File: src/rtl/phy_init_pkg.sv
package phy_init_pkg;

    typedef enum logic [3:0] {
        S_IDLE,
        S_RST,
        S_POLL,
        S_GAP,
        S_CFG,
        S_DONE,
        S_FAIL
    } seq_state_t;

    typedef enum logic {
        MODE_10HD  = 1'b0,
        MODE_100FD = 1'b1
    } link_mode_t;

    typedef struct packed {
        logic        write;
        logic [4:0]  reg_addr;
        logic [15:0] data;
    } mgmt_cmd_t;

    localparam logic [4:0] CTRL_REG   = 5'd0;
    localparam int         RST_BIT    = 15;
    localparam int         SPEED_BIT  = 13;
    localparam int         DUPLEX_BIT = 8;

    function automatic logic [15:0] reset_word();
        logic [15:0] w;
        w = '0;
        w[RST_BIT] = 1'b1;
        return w;
    endfunction

    function automatic logic [15:0] cfg_word(link_mode_t m);
        logic [15:0] w;
        w = '0;
        if (m == MODE_100FD) begin
            w[SPEED_BIT]  = 1'b1;
            w[DUPLEX_BIT] = 1'b1;
        end
        return w;
    endfunction

endpackage

File: src/rtl/phy_init_timer.sv
module phy_init_timer #(
    parameter int LIMIT = 25_000_000
) (
    input  logic clk,
    input  logic rst,
    input  logic clr,
    output logic expired
);
    localparam int         W   = $clog2(LIMIT + 1);
    localparam logic [W-1:0] LIM = W'(LIMIT);

    logic [W-1:0] cnt;

    always_ff @(posedge clk) begin
        if (rst || clr) begin
            cnt <= '0;
        end else if (cnt != LIM) begin
            cnt <= cnt + 1'b1;
        end
    end

    assign expired = (cnt == LIM);
endmodule

File: src/rtl/phy_init_fsm.sv
module phy_init_fsm
    import phy_init_pkg::*;
(
    input  logic       clk,
    input  logic       rst,
    input  logic       start,
    input  logic       mode_sel,
    input  logic       mdio_done,
    input  logic       poll_busy,
    input  logic       expired,
    output logic       req,
    output mgmt_cmd_t  cmd,
    output logic       timer_clr,
    output logic       cfg_commit,
    output link_mode_t commit_mode,
    output logic       seq_done,
    output logic       seq_fail
);
    seq_state_t state;
    link_mode_t mode_q;

    always_ff @(posedge clk) begin
        if (rst) begin
            state  <= S_IDLE;
            mode_q <= MODE_10HD;
        end else begin
            case (state)
                S_IDLE, S_DONE, S_FAIL: begin
                    if (start) begin
                        state  <= S_RST;
                        mode_q <= link_mode_t'(mode_sel);
                    end
                end
                S_RST: begin
                    if (mdio_done) state <= S_POLL;
                end
                S_POLL: begin
                    if (mdio_done) begin
                        if (!poll_busy)   state <= S_CFG;
                        else if (expired) state <= S_FAIL;
                        else              state <= S_GAP;
                    end
                end
                S_GAP: begin
                    state <= expired ? S_FAIL : S_POLL;
                end
                S_CFG: begin
                    if (mdio_done) state <= S_DONE;
                end
                default: state <= S_IDLE;
            endcase
        end
    end

    always_comb begin
        cmd = '{write: 1'b0, reg_addr: CTRL_REG, data: 16'h0000};
        case (state)
            S_RST: cmd = '{write: 1'b1, reg_addr: CTRL_REG, data: reset_word()};
            S_CFG: cmd = '{write: 1'b1, reg_addr: CTRL_REG, data: cfg_word(mode_q)};
            default: ;
        endcase
    end

    assign req         = (state == S_RST) || (state == S_POLL) || (state == S_CFG);
    assign timer_clr   = (state == S_RST);
    assign cfg_commit  = (state == S_CFG) && mdio_done;
    assign commit_mode = mode_q;
    assign seq_done    = (state == S_DONE);
    assign seq_fail    = (state == S_FAIL);
endmodule

File: src/rtl/phy_init_duplex.sv
module phy_init_duplex
    import phy_init_pkg::*;
(
    input  logic       clk,
    input  logic       rst,
    input  logic       commit,
    input  link_mode_t mode,
    output logic       full_duplex
);
    always_ff @(posedge clk) begin
        if (rst) begin
            full_duplex <= 1'b0;
        end else if (commit) begin
            full_duplex <= (mode == MODE_100FD);
        end
    end
endmodule

File: src/rtl/phy_init_seq.sv
module phy_init_seq
    import phy_init_pkg::*;
#(
    parameter int         CLK_HZ      = 50_000_000,
    parameter int         TIMEOUT_CYC = CLK_HZ / 2,
    parameter logic [4:0] PHY_ADDR    = 5'd1
) (
    input  logic        clk,
    input  logic        rst,
    input  logic        start,
    input  logic        mode_sel,
    output logic        mdio_req,
    output logic        mdio_write,
    output logic [4:0]  mdio_phy_addr,
    output logic [4:0]  mdio_reg_addr,
    output logic [15:0] mdio_wdata,
    input  logic        mdio_done,
    input  logic [15:0] mdio_rdata,
    output logic        mac_full_duplex,
    output logic        seq_done,
    output logic        seq_fail
);
    mgmt_cmd_t  cmd;
    logic       timer_clr;
    logic       expired;
    logic       cfg_commit;
    link_mode_t commit_mode;
    logic       poll_busy;
    logic       unused_rdata_bits;

    assign poll_busy         = mdio_rdata[RST_BIT];
    assign unused_rdata_bits = ^mdio_rdata[RST_BIT-1:0];

    phy_init_fsm u_fsm (
        .clk         (clk),
        .rst         (rst),
        .start       (start),
        .mode_sel    (mode_sel),
        .mdio_done   (mdio_done),
        .poll_busy   (poll_busy),
        .expired     (expired),
        .req         (mdio_req),
        .cmd         (cmd),
        .timer_clr   (timer_clr),
        .cfg_commit  (cfg_commit),
        .commit_mode (commit_mode),
        .seq_done    (seq_done),
        .seq_fail    (seq_fail)
    );

    phy_init_timer #(.LIMIT(TIMEOUT_CYC)) u_timer (
        .clk     (clk),
        .rst     (rst),
        .clr     (timer_clr),
        .expired (expired)
    );

    phy_init_duplex u_duplex (
        .clk         (clk),
        .rst         (rst),
        .commit      (cfg_commit),
        .mode        (commit_mode),
        .full_duplex (mac_full_duplex)
    );

    assign mdio_write    = cmd.write;
    assign mdio_reg_addr = cmd.reg_addr;
    assign mdio_wdata    = cmd.data;
    assign mdio_phy_addr = PHY_ADDR;
endmodule

File: config.mk
export PLATFORM = sky130hd
export DESIGN_NAME = phy_init_seq
export DESIGN_NICKNAME = d
export VERILOG_FILES = /design/src/rtl/phy_init_pkg.sv /design/src/rtl/phy_init_timer.sv /design/src/rtl/phy_init_fsm.sv /design/src/rtl/phy_init_duplex.sv /design/src/rtl/phy_init_seq.sv
export SDC_FILE = /design/constraint.sdc
export NUM_CORES = 1
export LEC_CHECK = 0
export BUFFER_PORTS_ARGS = -buffer_cell sky130_fd_sc_hd__buf_2
export CAP_MARGIN = 20
export CORE_AREA = 2 2 45 89
export CTS_CLUSTER_SIZE = 20
export DETAILED_ROUTE_END_ITERATION = 7
export DIE_AREA = 0 0 47 91
export PLACE_DENSITY = 0.82
export SYNTH_ARGS = -nofsm -noshare
export SYNTH_HDL_FRONTEND = slang
export SYNTH_SLANG_ARGS = --single-unit
export TNS_END_PERCENT = 50
File: constraint.sdc
create_clock -name clk -period 1.75 [get_ports clk]
set_input_delay 0.35 -clock clk [delete_from_list [all_inputs] [get_ports clk]]
set_output_delay 0.35 -clock clk [all_outputs]
set_load 0.01 [all_outputs]
; After elaboration in Yosys (flattened, before gate mapping)
; Cells that the tools add are included.
[totals]
reg_bits = 31
out_inout_bits = 31
inputBits = 21
word_cells = 35
[classes]
reduce_logical = 8
muxes = 10
eq_ne = 12
n_addsub = 1
[op_table]
columns = op, count
row1 = $pmux W22 S2, 1
row2 = $add A25 B1 Y25 const B, 1
row3 = $eq A25 B25 Y1 const B, 1
row4 = $ne A25 B25 Y1 const B, 1
row5 = $mux W4, 5
row6 = $pmux W4 S5, 1
row7 = $eq A4 B3 Y1 const B, 3
row8 = $eq A4 B2 Y1 const B, 2
row9 = $ne A2 B2 Y1 const B, 4
row10 = $mux W3, 2
row11 = $eq A4 B1 Y1 const B, 1
row12 = $logic_not A4 Y1, 1
row13 = $reduce_and A4 Y1, 1
row14 = $logic_or A1 B1 Y1, 3
row15 = $reduce_or A3 Y1, 1
row16 = $reduce_and A2 Y1, 1
row17 = $logic_and A1 B1 Y1, 1
row18 = $mux W1, 1

; Depth between registers and ports, before layout
; Gate-level depths: netlist (run 1).
[depth]
depth_word = 5
mapped_depth = 6
depth_no_buf = 5

; Hierarchy
; A second synthesis (run 1) with hierarchy kept.
[unflattened]
cells_unflattened = 211
area_unflattened_um2 = 1764.2
[by_module_without_submodules]
columns = module, seq_area_each_um2, cells_each, instances, area_per_inst_um2
row1 = phy_init_timer, 500.5, 141, 1, 1209.9
row2 = phy_init_fsm, 80.1, 60, 1, 475.5
row3 = phy_init_seq, 0.0, 7, 1, 45.0
row4 = phy_init_duplex, 20.0, 3, 1, 33.8

; Least setup slack after synthesis (run 1)
; No wires, ideal clock.
[synth_path]
kind = flip-flop to output port
start = register u_fsm.state[2]
end = output port mdio_wdata[13]
t_arrival_ps = 1262
setup_slack_ps = 138
path_buffers = 2
t_required_ps = 1400
path_stages_with_launch = 5
path_cell_list = dfxtp_1 clkbuf_1 nor3b_1 and2_1 buf_4
[synth_between]
elab_chain_cells = 2
elab_cells_between_ends = 3
classes_between = eq/ne: 2 / mux: 1
[synth_rtl]
columns = element, line_no
row1 = start: declaration, phy_init_fsm.sv:19  ; seq_state_t state;
row2 = start signal: assignment, phy_init_fsm.sv:45  ; state <= expired ? S_FAIL : S_POLL;
row3 = $eq A4 B3 Y1 / $eq A4 B1 Y1 (equally long branches), phy_init_fsm.sv:57  ; case (state)
row4 = $pmux W22 S2 *, phy_init_fsm.sv:57
row5 = end: declaration, phy_init_seq.sv:16  ; output logic [15:0] mdio_wdata,
; Every way passes the cells marked *; elsewhere a longest branch is shown, timed or not.

; Worst setup path after layout (run 1)
[layout_path]
start = register u_fsm.state[0]
end = output port mdio_wdata[8]
; Same word-level chain as after synthesis.

==> summary.txt, run 1 <==
Rows = 31
I/O Buffers = 13
first-pass GRT wire length = 5780 um
CP Class = reg2out
post-layout min period = 1.63 ns
Fin Hold WS = 0.316 ns
Worst-Skew Late Latency = 0.29 ns
n_diodes = 0
Placed Cells = 281
final WL = 3700 um
syn avg cell area = 8.35 um^2
pwr/cell area = 723 mW/mm^2
I/O pin count = 52
Filler Cell Count = 352
clock sink count = 30
CTS tree = built
CTS H-tree lvls = 2
Die H = 91 um
yosys warns = 0
drt pass-1 iters = 4
Worst R2R Path Depth = 5
total CTS buffers = 5
Final setup viols = 0
pin count of the biggest net entering global routing = 24
status = finished clean
CP startpoint kind = flip-flop
CTS Root Cell = clkbuf_8
Final Hold Viols = 0
RSZ-0062 raised after global routing = no
sequential share of the synthesized area = 33.4%
period utilization = 93.4%
GPL Wtd Cong = 0.799
Final nets = 262
Hold Path Class = in2reg
# Max-Cap Violations = 0
Data required, critical path = 1.40 ns
hold depth = 3
Remaining Overflow, GRT = 0
mapped cell area = 0.00180 mm^2
Fin Setup TNS = 0 ns
Peak VDD IR = 0.386 mV
Distinct cells, synth = 43
Static Leak = 0.846 nW
fmax = 612 MHz
area grow syn2layout = 10.6%
share of cells above drive strength 1 = 20.9%
final setup margin = 0.115 ns
vias in the first global route = 1396
Clock Tree Buf Depth = 2
Die X = 47 um
non-filler instance count after layout = 288
initial antenna violation count = 0
crit path DAT = 1.28 ns
Avg Vias per Cell = 5.44
pre-CTS WS = 0.0640 ns
Core ar. = 0.00357 mm^2
number of DRC markers in iteration 0 = 17
count of state elements after synthesis = 30
total track usage = 18.5%
DRC = 0
DIE AREA = 0.00428 mm^2
Post-Synthesis Cells = 215
CTS Hold Bufs = 0
CTS clk-pin slew, worst paths = 0.07 ns
routed len/inst = 12.8 um
Post-Route Skew = 0.00816 ns
dpl hpwl = 2730 um
DR vias = 1566
Starting Density = 50.3%
Critical Path Sink Type = output pin
Slew Limit Fails = 0
CP Max Fanout = 13
post-route ant nets = 0
## metrics by stage
step	util (%)	cell area (um^2)	power [mW]
2_1_floorplan	-	1870	0.895
3_3_place_gp	53.0	1890	0.914
3_5_place_dp	53.0	1890	0.918
4_1_cts	55.3	1970	1.44
5_1_grt	55.6	1990	1.50
6_report	55.6	1990	1.44
## synthesized netlist by cell type, drive strengths merged
master	number	share of area [%]
xor2	8	3.9
clkbuf	7	1.5
and2	2	0.70
conb	2	0.42
ha	2	1.4
a21oi	16	4.5
o31ai	3	1.3
and3b	1	0.49
inv	6	1.3
dfxtp	30	33
nor4b	2	0.98
a21o	3	1.3
or2	1	0.35
xnor2	2	0.98
a31o	1	0.49
nor3b	5	2.4
nand2	14	2.9
buf	28	12
or4	4	1.7
mux2i	2	1.1
o311ai	1	0.49
and3	3	1.0
and4	5	2.5
or3	9	3.3
nor4	2	0.70
nand3	10	2.8
a311oi	1	0.49
and4b	2	1.1
o21ai	12	3.3
a221oi	1	0.49
o211ai	1	0.42
maj3	1	0.56
a32o	1	0.56
a221o	1	0.56
nand3b	1	0.42
nand4	9	4.8
nor2	16	3.3
## power breakdown
part / switching [mW] / total, mW / internal [mW]
Combinational: 0.122 / 0.196 / 0.0740
Clock: 0.261 / 0.527 / 0.266
Sequential: 0.0154 / 0.714 / 0.699
Total: 0.398 / 1.44 / 1.04
## sequential cells by signal, indices dropped and copies added, names as in the netlist
signal and flops:
u_duplex.full_duplex 1, u_fsm.state 3, u_timer.cnt 25, u_fsm.commit_mode 1
## per-layer routing
metal / share of wire (%) / wire length, um / up-vias / global-route usage [%]
met5: 0 / 0 / - / 0
met4: 4.2 / 155 / 0 / 12.7
met3: 3.8 / 140 / 11 / 3.98
met2: 57 / 2100 / 44 / 33.8
met1: 35 / 1300 / 739 / 15.5
li1: - / - / 772 / -
## worst paths after layout
kind / from / to / slack [ns]
setup / recovery: u_fsm.state[0] / mdio_wdata[8] / 0.12
hold / removal: mode_sel / u_fsm.commit_mode / 0.32
setup reg to reg: u_timer.cnt[2] / u_timer.cnt[2] / 0.12
hold reg to reg: u_duplex.full_duplex / u_duplex.full_duplex / 0.45
## worst max-delay path: stages, from the launching register on
cell	delay, ns
dfxtp_1	0.30
buf_4	0.17
nor3b_2	0.22
and2_1	0.17
buf_2	0.13
## cells in the final DEF (no fill, tap or decap), drive strengths merged, types with 4 or more instances in the layout
cell type	count
conb	23
or3	9
and4	5
nand4	9
a21oi	16
buf	31
o21ai	12
xor2	8
nor3b	5
nand3	10
dfxtp	30
or4	4
clkbuf	5
inv	6
nand2	14
nor2	16
## layout make-up
type                       instances  area (um^2)  area share [%]
multi-input combinational        165         1020            51.4
clock buffer                       5         68.8            3.47
tap                               49         61.3            3.09
sequential                        30          602            30.3
inverter                           6         22.5            1.13
clock inverter                     2         10.0           0.504
timing repair buffer              31          200            10.1
## logic make-up after synthesis
group | after synthesis | share of synthesized area [%]
XOR/XNOR | 10 | 4.88
AND/OR/NAND/NOR | 86 | 29.5
adder cells (fa/ha/maj) | 3 | 1.95
buffers and inverters | 41 | 14.9
AO/OA/AOI/OAI | 41 | 13.8
other | 2 | 0.418
flip-flops | 30 | 33.4
multiplexers | 2 | 1.12
## repair_timing
action	4_1_cts	5_1_grt
setup buffers	0	0
gates resized for setup	1	4
endpoints found under the setup margin	2	6
No activity file was read; power rests on OpenSTA's default activity.
==> inputs of run 2 (changes only) <==
Settings changed: PLACE_DENSITY 0.82 to 0.81.
==> run 2 against run 1 <==
Utilization grew 0.070 points. Maximum frequency shrank 1.7%. First-iteration DRC count grew 41%. Hold slack gained 0.0068 ns. Clock-buffer cell count grew 2. Global-route usage grew 0.66 points. Via count grew 1.0%. Flip-flop and latch count is the same. Critical endpoint is now u_timer.cnt[18].
==> summary.txt, run 2 (synthesis results as in run 1) <==
post-route ant nets = 0 (unchanged)
final core occ = 55.7% (+0.070 points)
# Max-Cap Violations = 0 (unchanged)
I/O Buffers = 13 (unchanged)
CTS tree = built
Clock Tree Buf Depth = 2 (unchanged)
CP startpoint kind = flip-flop
crit path DAT = 1.88 ns (+0.60 ns)
post-layout min period = 1.66 ns (+0.0291 ns)
I/O pin count = 52 (unchanged)
DR vias = 1582 (+1.0%)
CTS Root Cell = clkbuf_8
crit path to = u_timer.cnt[18]
total CTS buffers = 5 (unchanged)
Fin Setup TNS = 0 ns (unchanged)
commonest non-fill, non-tap cell in the layout = dfxtp_1
Final setup viols = 0 (unchanged)
commonest non-fill, non-tap cells in the layout = 30 x dfxtp_1, 23 x conb_1, 18 x buf_4
Post-CTS Resized = 0 (-1)
share of cells above drive strength 1 = 20.0% (-0.92 points)
Core ar. = 0.00357 mm^2 (unchanged)
Static Leak = 0.847 nW (about the same)
vias in the first global route = 1435 (+2.8%)
final WL = 3710 um (+0.41%)
r2r setup slk = 0.09 ns (-0.03 ns)
total track usage = 19.1% (+0.66 points)
Filler Cell Count = 358 (+1.7%)
fmax = 601 MHz (-1.7%)
CTS Hold Bufs = 0 (unchanged)
Post-Route Skew = 0.00446 ns (-0.00370 ns)
RSZ-0062 raised after global routing = no
Slew Limit Fails = 0 (unchanged)
Worst-Skew Late Latency = 0.28 ns (about the same)
max reg flops = 25 (unchanged)
area grow syn2layout = 10.7%
period utilization = 95.1% (+1.7 points)
reg2reg end = u_timer.cnt[18]
Starting Density = 50.3% (unchanged)
status = finished clean
Largest regs = u_timer.cnt (25), u_fsm.state (3)
Worst R2R Path Depth = 4 (-1)
initial antenna violation count = 0 (unchanged)
dpl hpwl = 2860 um (+4.6%)
GPL Wtd Cong = 0.768 (-3.9%)
Die H = 91 um (unchanged)
Fin Hold WS = 0.322 ns (+0.00685 ns)
Final nets = 262 (unchanged)
Setup Fix Bufs, Post-CTS = 0 (unchanged)
Data required, critical path = 1.96 ns (+0.56 ns)
pin count of the biggest net entering global routing = 24 (unchanged)
Hold Path Class = in2reg
n_diodes = 0 (unchanged)
Avg Vias per Cell = 5.47 (+0.67%)
CTS clk-pin slew, worst paths = 0.06 ns (about the same)
Final Hold Viols = 0 (unchanged)
routed len/inst = 12.8 um (about the same)
number of DRC markers in iteration 0 = 24 (+7)
DRC = 0 (unchanged)
clock sink count = 30 (unchanged)
Peak VDD IR = 0.411 mV (+6.4%)
pwr/cell area = 742 mW/mm^2 (+2.6%)
DIE AREA = 0.00428 mm^2 (unchanged)
CTS H-tree lvls = 2 (unchanged)
Remaining Overflow, GRT = 0 (unchanged)
reg2reg start = u_timer.cnt[4]
drt pass-1 iters = 4 (unchanged)
CP Max Fanout = 14 (+1)
Die X = 47 um (unchanged)
first-pass GRT wire length = 6020 um (+4.0%)
Rows = 31 (unchanged)
CP Class = reg2reg
most flop-heavy register = u_timer.cnt
Critical Path Sink Type = flip-flop
CP startpoint = u_timer.cnt[4]
run 2: cell type report:
class / instances / area [um^2] / share of cell area [%]
Sequential cell: 30 / 601 / 30.2
Tap cell: 49 / 61.3 / 3.08
Multi-Input combinational cell: 165 / 1010 / 50.9
Inverter: 6 / 22.5 / 1.13
Clock inverter: 1 / 5.00 / 0.252
Clock buffer: 7 / 86.3 / 4.34
Timing Repair Buffer: 31 / 200 / 10.1
run 2: layer usage:
metal,global-route usage (%),part of all wire [%],vias up
li1,-,-,774
met3,4.97,4.8,13
met4,11.1,3.6,0
met2,34.7,55,55
met5,0,0,-
met1,16.9,37,740
run 2: critical path, cell delays in order (launching register included):
cell and delay [ns]:
dfxtp_1 0.40, and4_2 0.34, nand4_4 0.21, or3_2 0.49, a21oi_1 0.15
run 2: how the worst min path moves through the flow:
stage | from | to | slack (ns) | cells after the start
after floorplan | u_fsm.commit_mode | u_duplex.full_duplex | 0.45 | 2
after global placement | u_duplex.full_duplex | u_duplex.full_duplex | 0.45 | 2
after detailed placement | u_duplex.full_duplex | u_duplex.full_duplex | 0.45 | 2
after CTS | mode_sel | u_fsm.commit_mode | 0.32 | 3
after global routing | mode_sel | u_fsm.commit_mode | 0.32 | 3
final | mode_sel | u_fsm.commit_mode | 0.32 | 3
run 2: stage by stage:
| stage | setup slack, ns | std cells | total power, mW | instance area [um^2] |
|---|---|---|---|---|
| 2_1_floorplan | 0.138 | 236 | 0.895 | 1870 |
| 3_3_place_gp | 0.105 | 281 | 0.914 | 1890 |
| 3_5_place_dp | 0.0409 | 281 | 0.919 | 1890 |
| 4_1_cts | 0.00187 | 289 | 1.48 | 1980 |
| 5_1_grt | 0.00472 | 289 | 1.54 | 1990 |
| 6_report | 0.0863 | 289 | 1.48 | 1990 |
run 2: power by group:
part | switching [mW] | internal, mW
Clock | 0.253 | 0.316
Combinational | 0.121 | 0.0721
Sequential | 0.0136 | 0.699
==> inputs of run 3 (changes only) <==
Settings changed: PLACE_DENSITY 0.81 to 0.8, SYNTH_HIERARCHICAL set to 1.
==> run 3 against run 2 <==
Die area did not move. Global-route usage increased by 0.79 points. Flip-flop and latch count stayed put. Clock-buffer cell count unchanged. Critical path type unchanged.
==> summary.txt, run 3 <==
status = finished clean
reg2reg end = u_timer/cnt[20]
Slew headroom = 45.7%
period utilization = 95.1% (about the same)
area grow syn2layout = 19.6%
initial antenna violation count = 0 (unchanged)
vias in the first global route = 1537 (+7.1%)
count leader, synth = dfxtp_1
hold depth = 3 (unchanged)
Static Leak = 0.815 nW (-3.8%)
dpl hpwl = 2730 um (-4.5%)
routed len/inst = 13.3 um (+3.2%)
Synth area leaders = dfxtp_1 34%, buf_4 11%, xor2_1 5.5%
placed inst area = 0.00192 mm^2 (+1.4%)
syn avg cell area = 8.36 um^2 (+0.12%)
Rows = 31 (unchanged)
Slew Limit Fails = 0 (unchanged)
share of cells above drive strength 1 = 28.7% (+8.7 points)
Worst R2R Path Depth = 6 (+2)
Post-Synthesis Cells = 211 (-1.9%)
Least-Margin Pin Slew = 0.794 ns
total CTS buffers = 5 (unchanged)
yosys warns = 6 (+6)
r2r setup slk = 0.08 ns (about the same)
worst hold start = mode_sel
DIE AREA = 0.00428 mm^2 (unchanged)
Clock Tree Buf Depth = 2 (unchanged)
GPL Wtd Cong = 0.751 (-2.2%)
final setup margin = 0.0849 ns (-0.00139 ns)
pwr/cell area = 709 mW/mm^2 (-4.4%)
clock sink count = 30 (unchanged)
post-route ant nets = 0 (unchanged)
slowest stage cell, crit path = or4_4
DR vias = 1595 (+0.82%)
reg2reg start = u_timer/cnt[1]
CTS tree = built
fmax = 601 MHz (about the same)
post-route cell area = 0.00211 mm^2 (+6.2%)
Largest regs = u_timer/cnt (25), u_fsm/state (3)
synth cell count leaders = 30 x dfxtp_1, 26 x buf_4, 20 x nor2_1
Starting Density = 49.4% (-0.88 points)
worst path cell trace = buf_4 -> ha_2 -> and4_4 -> nand3_4 -> or4_4 -> a21oi_2
sequential share of the synthesized area = 34.0% (+0.59 points)
first-pass GRT wire length = 6330 um (+5.2%)
Core ar. = 0.00357 mm^2 (unchanged)
CTS Root Cell = clkbuf_8
pin count of the biggest net entering global routing = 25 (+4.2%)
DRC = 0 (unchanged)
CP peak stage delay = 0.49 ns (about the same)
Final nets = 266 (+1.5%)
commonest non-fill, non-tap cells in the layout = 27 x dfxtp_1, 25 x buf_4, 23 x conb_1
Worst-Skew Late Latency = 0.28 ns (about the same)
Post-synth EDFFs = 0 (unchanged)
drt pass-1 iters = 4 (unchanged)
max reg flops = 25 (unchanged)
RSZ-0062 raised after global routing = no
Final Hold Viols = 0 (unchanged)
# Max-Cap Violations = 0 (unchanged)
post-synth top area share = 34.0% (+0.59 points)
mapped cell area = 0.00176 mm^2 (-1.7%)
crit path DAT = 1.89 ns (about the same)
CP Class = reg2reg
Remaining Overflow, GRT = 0 (unchanged)
final WL = 3880 um (+4.6%)
CP Max Fanout = 5 (-9)
Final setup viols = 0 (unchanged)
Die X = 47 um (unchanged)
count of state elements after synthesis = 30 (unchanged)
Hold EP = u_fsm/commit_mode
I/O pin count = 52 (unchanged)
most flop-heavy register = u_timer/cnt
CTS H-tree lvls = 2 (unchanged)
Critical Path Sink Type = flip-flop
Die H = 91 um (unchanged)
Most used DFF post-synth = dfxtp_1
Avg Vias per Cell = 5.44 (-0.55%)
Synth area leader = dfxtp_1
CTS clk-pin slew, worst paths = 0.06 ns (about the same)
total power = 1.50 mW (+1.5%)
Post-Route Skew = 0.00317 ns (-0.00128 ns)
Setup Fix Bufs, Post-CTS = 0 (unchanged)
pre-CTS WS = -0.0182 ns (-0.0592 ns)
Distinct cells, synth = 48 (+12%)
Peak VDD IR = 0.626 mV (+52%)
CTS Hold Bufs = 0 (unchanged)
Hold Path Class = in2reg
async set-or-reset flop fraction in the synthesized netlist = 0% (unchanged)
Data required, critical path = 1.97 ns (about the same)
post-layout min period = 1.67 ns (+0.00139 ns)
total track usage = 19.9% (+0.79 points)
CP startpoint kind = flip-flop
Fin Hold WS = 0.319 ns (-0.00333 ns)
n_diodes = 0 (unchanged)
I/O Buffers = 13 (unchanged)
commonest non-fill, non-tap cell in the layout = dfxtp_1
number of DRC markers in iteration 0 = 37 (+54%)
## run 3: changes by cell type after synthesis, moves of 3 or more
cell / change
nor2_1: +4
nand2_1: -6
nor3b_1: -4
o21ai_1: +6
nand2b_1: +4
o21ai_0: -8
clkbuf_1: -3
xor2_1: +3
## run 3: how the worst max path moves through the flow
| stage | start | to | slack (ns) | cells past startpoint |
|---|---|---|---|---|
| after floorplan | u_timer/cnt[0] | u_fsm/state[0] | 0.07 | 8 |
| after global placement | u_timer/cnt[0] | u_fsm/state[0] | 0.03 | 8 |
| after detailed placement | u_timer/cnt[0] | u_timer/cnt[0] | -0.02 | 7 |
| after CTS | u_timer/cnt[0] | u_timer/cnt[0] | -0.03 | 7 |
| after global routing | u_timer/cnt[3] | u_timer/cnt[21] | 0.004 | 4 |
| final | u_timer/cnt[1] | u_timer/cnt[20] | 0.08 | 6 |
## run 3: critical path, delay by kind of cell, from the launching register on
kind | cells | cell delay [ns]
AOI/OAI and AO/OA | 1 | 0.14
DFF | 1 | 0.34
buffers and inverters | 1 | 0.11
and+or+nand+nor | 3 | 0.84
adders and majority gates | 1 | 0.17
## run 3: layer usage
metal  global-route usage [%]  vias up  share of wire, %
met2                     35.7       45                58
met1                     18.0      769                35
met3                     4.57       12               3.4
met4                     12.3        0               3.3
li1                         -      769                 -
met5                        0        -                 0
## run 3: stage by stage
step / util [%] / setup TNS, ns / cells
2_1_floorplan: - / 0 / 231
3_3_place_gp: 53.7 / 0 / 284
3_5_place_dp: 53.7 / -0.0249 / 284
4_1_cts: 56.5 / -0.0317 / 292
5_1_grt: 59.2 / 0 / 293
6_report: 59.2 / 0 / 293
## run 3: power breakdown
group / internal, mW / switching (mW)
logic: 0.0828 / 0.117
registers: 0.699 / 0.0188
clock network: 0.317 / 0.262
## run 3: what timing repair did
action	CTS	global route
pin swaps	0	8
gates resized for setup	2	20
hold endpoints to repair	0	0
setup endpoints to repair	2	10
gates cloned	0	1
## run 3: layout make-up
type / count / area, um^2
fill: 313 / 1460
multi-input combinational: 163 / 1080
sequential: 30 / 604
timing repair buffer: 38 / 253
clock buffer: 7 / 86.3
tap: 49 / 61.3
inverter: 5 / 18.8
clock inverter: 1 / 5.00
## run 3: cells by family (layout without fill, tap and decap cells)
family / after synthesis / after routing / share of synthesized area, %
xor+xnor: 12 / 12 / 5.96
fa+ha+maj: 2 / 2 / 1.42
flops: 30 / 30 / 34.0
other cells: 3 / 23 / 0.638
buf+inv: 39 / 51 / 14.5
compound gates: 38 / 38 / 12.9
simple gates: 85 / 86 / 29.4
mux: 2 / 2 / 1.13
